$ cat config.mk
export PLATFORM = sky130hd
export DESIGN_NAME = subch_router
export DESIGN_NICKNAME = d
export VERILOG_FILES = /design/src/rtl/subch_router_pkg.sv /design/src/rtl/subch_ctrl.sv /design/src/rtl/subch_dpath.sv /design/src/rtl/subch_router.sv
export SDC_FILE = /design/constraint.sdc
export NUM_CORES = 1
export LEC_CHECK = 0
export BUFFER_PORTS_ARGS = -buffer_cell sky130_fd_sc_hd__buf_2
export CORE_ASPECT_RATIO = 1.4
export CORE_UTILIZATION = 55
export DETAILED_ROUTE_END_ITERATION = 8
export GPL_TIMING_DRIVEN = 0
export PLACE_DENSITY_LB_ADDON = 0.3
export SYNTH_ARGS = -nofsm -noshare
export SYNTH_HDL_FRONTEND = slang
export SYNTH_SLANG_ARGS = --single-unit
export TNS_END_PERCENT = 10
$ cat constraint.sdc
create_clock -name clk -period 7.49 [get_ports clk]
set_clock_uncertainty 0.1 [all_clocks]
set_input_delay 0.749 -clock clk [delete_from_list [all_inputs] [get_ports clk]]
set_output_delay 0.749 -clock clk [all_outputs]
set_load 0.01 [all_outputs]
$ cat src/rtl/subch_router_pkg.sv
package subch_router_pkg;

  localparam int NUM_ENG = 3;

  typedef enum logic [1:0] {
    ENG_2D   = 2'd0,
    ENG_3D   = 2'd1,
    ENG_CMP  = 2'd2,
    ENG_NONE = 2'd3
  } eng_sel_e;

  localparam logic [15:0] CLS_2D  = 16'h902D;
  localparam logic [15:0] CLS_3D  = 16'hB197;
  localparam logic [15:0] CLS_CMP = 16'hB1C0;

  localparam int STS_REBIND   = 0;
  localparam int STS_RESERVED = 1;
  localparam int STS_UNBOUND  = 2;
  localparam int STS_UNSUP    = 3;
  localparam int STS_W        = 4;

  typedef struct packed {
    logic     bindWr;
    logic     fwdEn;
    eng_sel_e fwdSel;
    logic     setRebind;
    logic     setReserved;
    logic     setUnbound;
    logic     setUnsup;
  } ctrl_strb_t;

endpackage

$ cat src/rtl/subch_ctrl.sv
module subch_ctrl
  import subch_router_pkg::*;
#(
  parameter int METHOD_W      = 12,
  parameter int CLASS_W       = 16,
  parameter int SPECIAL_LIMIT = 256
) (
  input  logic                clk,
  input  logic                rstN,
  input  logic                inValid,
  input  logic [METHOD_W-1:0] inMethod,
  input  logic                lkValid,
  input  logic [CLASS_W-1:0]  lkClass,
  input  logic [NUM_ENG-1:0]  engReady,
  output logic                inReady,
  output ctrl_strb_t          strb
);

  localparam logic [METHOD_W-1:0] LIMIT_M = METHOD_W'(SPECIAL_LIMIT);

  logic     isBind;
  logic     isSpecial;
  eng_sel_e routeSel;
  logic     portRdy;
  logic     needPort;
  logic     accept;

  assign isBind    = (inMethod == '0);
  assign isSpecial = (inMethod < LIMIT_M);

  always_comb begin
    routeSel = ENG_NONE;
    if (lkClass == CLASS_W'(CLS_2D))       routeSel = ENG_2D;
    else if (lkClass == CLASS_W'(CLS_3D))  routeSel = ENG_3D;
    else if (lkClass == CLASS_W'(CLS_CMP)) routeSel = ENG_CMP;
  end

  always_comb begin
    portRdy = 1'b0;
    for (int k = 0; k < NUM_ENG; k++) begin
      if (int'(routeSel) == k) portRdy = engReady[k];
    end
  end

  assign needPort = inValid && !isSpecial && lkValid && (routeSel != ENG_NONE);
  assign inReady  = !needPort || portRdy;
  assign accept   = inValid && inReady;

  always_comb begin
    strb        = '0;
    strb.fwdSel = ENG_NONE;
    if (accept) begin
      if (isBind) begin
        if (lkValid) strb.setRebind = 1'b1;
        else         strb.bindWr    = 1'b1;
      end else if (isSpecial) begin
        strb.setReserved = 1'b1;
      end else if (!lkValid) begin
        strb.setUnbound = 1'b1;
      end else if (routeSel == ENG_NONE) begin
        strb.setUnsup = 1'b1;
      end else begin
        strb.fwdEn  = 1'b1;
        strb.fwdSel = routeSel;
      end
    end
  end

  AST_STALL_ONLY_FWD: assert property (@(posedge clk) disable iff (!rstN)
    (inValid && !inReady) |-> (!isSpecial && lkValid)) else $error("stall on non-forward write");

  AST_SPECIAL_NO_FWD: assert property (@(posedge clk) disable iff (!rstN)
    (inValid && isSpecial) |-> !strb.fwdEn) else $error("special method forwarded");

endmodule

$ cat src/rtl/subch_dpath.sv
module subch_dpath
  import subch_router_pkg::*;
#(
  parameter int SUBCH_N  = 8,
  parameter int METHOD_W = 12,
  parameter int DATA_W   = 32,
  parameter int CLASS_W  = 16,
  localparam int SUB_W   = $clog2(SUBCH_N)
) (
  input  logic                              clk,
  input  logic                              rstN,
  input  logic [SUB_W-1:0]                  inSubch,
  input  logic [METHOD_W-1:0]               inMethod,
  input  logic [DATA_W-1:0]                 inData,
  input  logic                              statusClr,
  input  ctrl_strb_t                        strb,
  output logic                              lkValid,
  output logic [CLASS_W-1:0]                lkClass,
  output logic [NUM_ENG-1:0]                engValid,
  output logic [NUM_ENG-1:0][METHOD_W-1:0]  engMethod,
  output logic [NUM_ENG-1:0][DATA_W-1:0]    engData,
  output logic [STS_W-1:0]                  stsFlags
);

  logic [SUBCH_N-1:0]              tblValid;
  logic [SUBCH_N-1:0][CLASS_W-1:0] tblClass;
  logic [STS_W-1:0]                stsSet;

  for (genvar i = 0; i < SUBCH_N; i++) begin : g_entry
    always_ff @(posedge clk) begin
      if (!rstN) begin
        tblValid[i] <= 1'b0;
        tblClass[i] <= '0;
      end else if (strb.bindWr && (inSubch == SUB_W'(i))) begin
        tblValid[i] <= 1'b1;
        tblClass[i] <= inData[CLASS_W-1:0];
      end
    end

    AST_BIND_HOLD: assert property (@(posedge clk) disable iff (!rstN)
      tblValid[i] |=> (tblValid[i] && $stable(tblClass[i]))) else $error("binding changed");
  end

  assign lkValid = tblValid[inSubch];
  assign lkClass = tblClass[inSubch];

  for (genvar k = 0; k < NUM_ENG; k++) begin : g_port
    always_ff @(posedge clk) begin
      if (!rstN) begin
        engValid[k]  <= 1'b0;
        engMethod[k] <= '0;
        engData[k]   <= '0;
      end else begin
        engValid[k] <= strb.fwdEn && (int'(strb.fwdSel) == k);
        if (strb.fwdEn && (int'(strb.fwdSel) == k)) begin
          engMethod[k] <= inMethod;
          engData[k]   <= inData;
        end
      end
    end
  end

  always_comb begin
    stsSet               = '0;
    stsSet[STS_REBIND]   = strb.setRebind;
    stsSet[STS_RESERVED] = strb.setReserved;
    stsSet[STS_UNBOUND]  = strb.setUnbound;
    stsSet[STS_UNSUP]    = strb.setUnsup;
  end

  always_ff @(posedge clk) begin
    if (!rstN) stsFlags <= '0;
    else       stsFlags <= (stsFlags & {STS_W{!statusClr}}) | stsSet;
  end

  AST_ONE_PORT: assert property (@(posedge clk) disable iff (!rstN)
    $onehot0(engValid)) else $error("several ports driven");

  AST_STS_STICKY: assert property (@(posedge clk) disable iff (!rstN)
    !statusClr |=> ((stsFlags & $past(stsFlags)) == $past(stsFlags))) else $error("status bit lost");

endmodule

$ cat src/rtl/subch_router.sv
module subch_router
  import subch_router_pkg::*;
#(
  parameter int SUBCH_N       = 8,
  parameter int METHOD_W      = 12,
  parameter int DATA_W        = 32,
  parameter int CLASS_W       = 16,
  parameter int SPECIAL_LIMIT = 256,
  localparam int SUB_W        = $clog2(SUBCH_N)
) (
  input  logic                clk,
  input  logic                rstN,
  input  logic                inValid,
  output logic                inReady,
  input  logic [SUB_W-1:0]    inSubch,
  input  logic [METHOD_W-1:0] inMethod,
  input  logic [DATA_W-1:0]   inData,
  input  logic                statusClr,
  output logic [STS_W-1:0]    stsFlags,
  output logic                eng2dValid,
  output logic [METHOD_W-1:0] eng2dMethod,
  output logic [DATA_W-1:0]   eng2dData,
  input  logic                eng2dReady,
  output logic                eng3dValid,
  output logic [METHOD_W-1:0] eng3dMethod,
  output logic [DATA_W-1:0]   eng3dData,
  input  logic                eng3dReady,
  output logic                engCmpValid,
  output logic [METHOD_W-1:0] engCmpMethod,
  output logic [DATA_W-1:0]   engCmpData,
  input  logic                engCmpReady
);

  ctrl_strb_t                       strb;
  logic                             lkValid;
  logic [CLASS_W-1:0]               lkClass;
  logic [NUM_ENG-1:0]               engReadyVec;
  logic [NUM_ENG-1:0]               engValidVec;
  logic [NUM_ENG-1:0][METHOD_W-1:0] engMethodVec;
  logic [NUM_ENG-1:0][DATA_W-1:0]   engDataVec;

  assign engReadyVec = {engCmpReady, eng3dReady, eng2dReady};

  subch_ctrl #(
    .METHOD_W      (METHOD_W),
    .CLASS_W       (CLASS_W),
    .SPECIAL_LIMIT (SPECIAL_LIMIT)
  ) u_ctrl (
    .clk      (clk),
    .rstN     (rstN),
    .inValid  (inValid),
    .inMethod (inMethod),
    .lkValid  (lkValid),
    .lkClass  (lkClass),
    .engReady (engReadyVec),
    .inReady  (inReady),
    .strb     (strb)
  );

  subch_dpath #(
    .SUBCH_N  (SUBCH_N),
    .METHOD_W (METHOD_W),
    .DATA_W   (DATA_W),
    .CLASS_W  (CLASS_W)
  ) u_dpath (
    .clk       (clk),
    .rstN      (rstN),
    .inSubch   (inSubch),
    .inMethod  (inMethod),
    .inData    (inData),
    .statusClr (statusClr),
    .strb      (strb),
    .lkValid   (lkValid),
    .lkClass   (lkClass),
    .engValid  (engValidVec),
    .engMethod (engMethodVec),
    .engData   (engDataVec),
    .stsFlags  (stsFlags)
  );

  assign eng2dValid   = engValidVec[0];
  assign eng2dMethod  = engMethodVec[0];
  assign eng2dData    = engDataVec[0];
  assign eng3dValid   = engValidVec[1];
  assign eng3dMethod  = engMethodVec[1];
  assign eng3dData    = engDataVec[1];
  assign engCmpValid  = engValidVec[2];
  assign engCmpMethod = engMethodVec[2];
  assign engCmpData   = engDataVec[2];

  for (genvar k = 0; k < NUM_ENG; k++) begin : g_chk
    AST_FWD_AFTER_READY: assert property (@(posedge clk) disable iff (!rstN)
      engValidVec[k] |-> $past(engReadyVec[k])) else $error("forward without ready");
  end

  AST_SPECIAL_DROP: assert property (@(posedge clk) disable iff (!rstN)
    (inValid && inReady && (inMethod < METHOD_W'(SPECIAL_LIMIT))) |=> (engValidVec == '0))
    else $error("special write reached an engine");

endmodule

* Word level (Yosys, flattened, before mapping) *
Index checks and enable logic that the tools add are counted.

storage, ports and cells
  bits in registers = 275
  bits in latches = 0
  bits in writable memories = 0
  bits in read-only memories = 0
  input bits = 54
  output and inout bits = 140
  memories = 0

cells by class
  add/sub/neg operators = 0
  multipliers = 0
  divide/modulo/power cells = 0
  magnitude comparators = 2
  eq/ne operators = 16
  shifts and indexed selects = 0
  multiplexer cells = 24
  bitwise operators = 2
  reduce and logical (&&, ||, !) cells = 23

operators with widths
  operator                                              count
  binary-select mux 16 bit (select 3 bit)               1
  == test 16 bit (second input constant)                3
  2-to-1 mux 16 bit                                     1
  logical AND 1 bit                                     15
  2-to-1 mux 3 bit                                      5
  == test 3 bit (second input constant)                 4
  zero test 12 bit                                      1
  < comparator 12 x 9 -> 1 bit (second input constant)  1
  2-to-1 mux 1 bit                                      12
  == test 2 bit (second input constant)                 5
  2-to-1 mux 8 bit                                      1
  == test 3 x 2 -> 1 bit (second input constant)        2
  2-to-1 mux 2 bit                                      3
  bitwise AND 4 bit                                     1
  zero test 2 bit                                       2
  < comparator 3 x 4 -> 1 bit (second input constant)   1
  bitwise OR 4 bit                                      1
  binary-select mux 1 bit (select 3 bit)                1
  == test 3 x 1 -> 1 bit (second input constant)        1
  zero test 1 bit                                       3
  zero test 3 bit                                       1
  inequality test 2 bit (second input constant)         1
  logical OR 1 bit                                      1

* Longest topological paths before layout *
  word-level depth = 15
  mapped depth = 13
  depth with buffers taken out = 8

* Modules after synthesis *
Synthesis repeated with hierarchy kept, for this count alone.

second synthesis, totals
  cells, all modules = 1,300
  area, all modules = 11,696.2 µm²

by module, submodules not included
  module       instances  cells each  area an instance (µm²)  seq. area each (µm²)
  subch_dpath  1          1,261       11,431.0                5,505.3
  subch_ctrl   1          39          265.3                   0.0

* Least setup slack after synthesis *
Ideal clock, no wire load.

  kind = input to output
  start point = in inSubch[2]
  end point = out inReady
  arrival time = 2,859 ps
  path slack = 3,782 ps
  stages on the path = 10
  path through = buf_6 buf_6 and2b_1 o21ai_0 a211oi_1 nor2_1 or3_1 or4_1 o31ai_1 a21oi_1

between the ends
  longest elaborated chain between the ends = 11
  elaborated cells on any way between the ends = 21

ends and longest elaborated chain
  element                                  RTL line            RTL
  start, declared                          subch_router.sv:15  input logic [SUB_W-1:0] inSubch,
  binary-select mux 16 bit (select 3 bit)  subch_dpath.sv:45   assign lkClass = tblClass[inSubch];
  2-to-1 mux 16 bit (implied by the code)  subch_dpath.sv:45
  == test 16 bit                           subch_ctrl.sv:35    else if (lkClass == CLASS_W'(CLS_CMP)) routeSel = ENG_CMP;
  2-to-1 mux 1 bit                         subch_ctrl.sv:35
  2-to-1 mux 2 bit                         subch_ctrl.sv:34    else if (lkClass == CLASS_W'(CLS_3D)) routeSel = ENG_3D;
  2-to-1 mux 2 bit                         subch_ctrl.sv:33    if (lkClass == CLASS_W'(CLS_2D)) routeSel = ENG_2D;
  zero test 2 bit                          subch_ctrl.sv:41    if (int'(routeSel) == k) portRdy = engReady[k];
  2-to-1 mux 1 bit (3 in a row)            subch_ctrl.sv:41
  logical OR 1 bit *                       subch_ctrl.sv:46    assign inReady = !needPort || portRdy;
  end, declared                            subch_router.sv:14  output logic inReady,

Mark *: on every way between the ends. The rest lies on a longest branch, timed or not. The select of a mux whose other input is x is not followed.

* Worst setup path after layout *
  start point = in inSubch[1]
  end point = out inReady

Same word-level chain as after synthesis.

==> reports/results.ini <==
[floorplanning]
core_region_area_um2=19800
rows=61
initial_core_util_pct=55.9
fp.dieH_um=170
die_x_um=122
ioPinCount=194
dieArea_um2=20800

[clock_network]
clockRootBuffer=clkbuf_16
post_cts_buffers=0
clk_pin_slew_worst_paths_ps=60
cts_hold_buf=0
cts_buffers=25
clkSinkCount=275
h-tree-depth=1
clock_latency_ps=530
cts_tree=done
clock_path_buffers=3
ctsResizeCount=0

[timing]
worstMarginPinSlew_ps=805
fmax_mhz=209
finalSetupTns_ps=0
layout_min_cycle_time_ps=4790
setup_violations=0
fin_crit_sh_pct=64.0
rsz0062_at_grt=no
hold_viol=0
final_max_slew_viol_count=0
slew_headroom_pct=45.9

[synth]
synth_ff_type=dfxtp_1
yosys_warnings=0
synth_area_per_cell_um2=9.38
synthArstFlopShare_pct=0
netlist_area_um2=11100
ys_types=63
synth_top_area_share_pct=49.6
synth.net_count=1237
ys_ff_latch=275
yosys.cell_count.top_type=dfxtp_1
synth-seq-area-share_pct=49.6
yosysTopAreaCell=dfxtp_1
yosys-top-cells-count=dfxtp_1 (275), nand2_1 (191), mux2i_1 (186), nor2_1 (149), clkbuf_1 (61)
synthTopCellsByArea=dfxtp_1 (50%), mux2i_1 (17%), nand2_1 (6.5%)
syn_inst=1183
synth_edf_count=0

[route]
drtIter0Drc=604
vias=9346
firstDrtPassIters=5
via_per_inst=5.65
wire_per_inst_um=18.9
drc_errors=0
ant_nets=0
drt_wl_total_um=31200

[global_routing]
use_met2_pct=54.2
met3_usage_pct=4.02
grt_overflow=0
antenna_found_initial=2
grt_pass1_vias=9048
grt_pass1_wl_um=47900
grtUsageMet1_pct=32.8
grt_max_degree=16
grtUsageTotal_pct=29.7
grt.busiest_layer=met2

[min_path]
worstHoldPathType=reg2reg
hold_start=u_dpath.engData[36]

[critical_path]
cp-start-kind=primary input
worstPathRequired_ps=6640
crit_arrival_ps=3940
crit_path_end_kind=output pin
r2r_start=u_dpath.tblClass[106]
path_max_fanout=10
cp-startpoint=inSubch[1]
critical_path_class=in2out

[placed_design]
post_dp_cell_area_um2=12300
dp_cells=1610
dp_hpwl_um=23000
portBuffers=175
gp_congestion=0.861

[finish]
fin_cells=1655
nets=1439
syn_to_final_growth_pct=17.8
final_area_um2=13100
drive_gt1_share_pct=19.8
utilization_pct=65.9

[pwr]
cellPowerDensity_nw_per_um2=217
total_power_mw=2.84
irDropWorstVdd_mv=0.178
p_leak_nw=5.61

[run]
cap_viol_max_count=0

[status]
status=complete, no violations

-- cells by family (layout without fill, tap and decap cells) --
logic type / count (synthesis) / count (layout) / share of synthesized area [%]
DFF: 275 / 275 / 49.6
and+or+nand+nor: 450 / 450 / 17.7
AOI/OAI and AO/OA: 136 / 136 / 7.34
other: 0 / 2 / 0
buffers and inverters: 118 / 336 / 5.45
muxes: 204 / 204 / 19.9
-- routing by layer --
metal	wire length (um)	part of all wire (%)	vias up
met5	0	0	-
met1	11800	38	4465
met3	1770	5.7	104
met4	1640	5.3	0
met2	16000	51	363
li1	-	-	4414
-- cell usage in the layout, fill, tap and decap left out, types with 5 or more instances in the layout --
cell	count
dfxtp_1	275
nor3_1	8
mux2i_1	186
nand2b_1	5
buf_2	198
a21oi_1	54
o21ai_0	46
buf_1	5
buf_6	7
nor4_1	5
or3_1	6
mux2_2	5
mux4_2	11
nand2_1	191
nor2_1	149
nor3b_1	9
inv_1	13
clkbuf_16	25
nand3_1	49
clkbuf_1	68
-- path summary, 6_finish.rpt --
check	slack (ps)	end	depth (start not counted)
min	350	u_dpath.engData[36]	2
max reg2reg	3840	u_dpath.engData[42]	9
max	2700	inReady	11
min reg2reg	350	u_dpath.engData[36]	2
-- worst max-delay path, cell delays in order --
cell	delay, ps
buf_2	130
buf_4	230
nor4b_1	380
a211oi_1	140
nor4_1	690
o21bai_1	290
a211oi_1	530
or4bb_1	440
o31ai_1	80
a21oi_1	100
buf_2	190
-- state kept, by name, indices dropped and copies added (netlist names) --
signal / cells
u_dpath.tblClass: 128
u_dpath.tblValid: 8
u_dpath.engData: 96
u_dpath.engValid: 3
u_dpath.engMethod: 36
u_dpath.stsFlags: 4
-- where the power goes --
group / internal [mW] / total, mW / switching (mW)
registers: 1.46 / 1.46 / 0.000234
logic: 0.0363 / 0.136 / 0.100
clock network: 0.690 / 1.24 / 0.547
-- area by class of cell --
cell class	count	area (um^2)
tap	252	315
inverter	14	52.6
sequential	275	5510
fill	1637	6780
clock inverter	7	67.6
timing repair buffer	175	876
antenna	2	5.00
buffer	104	552
multi-input combinational	790	4990
clock buffer	36	707
-- metrics by stage --
stage	hold WS, ps	worst slack (ps)
floorplan	322	3780
global placement	330	2820
detailed placement	338	2810
CTS	346	2780
global route	361	2610
finish	347	2700
Note: power is estimated with default switching activity, not from simulation.
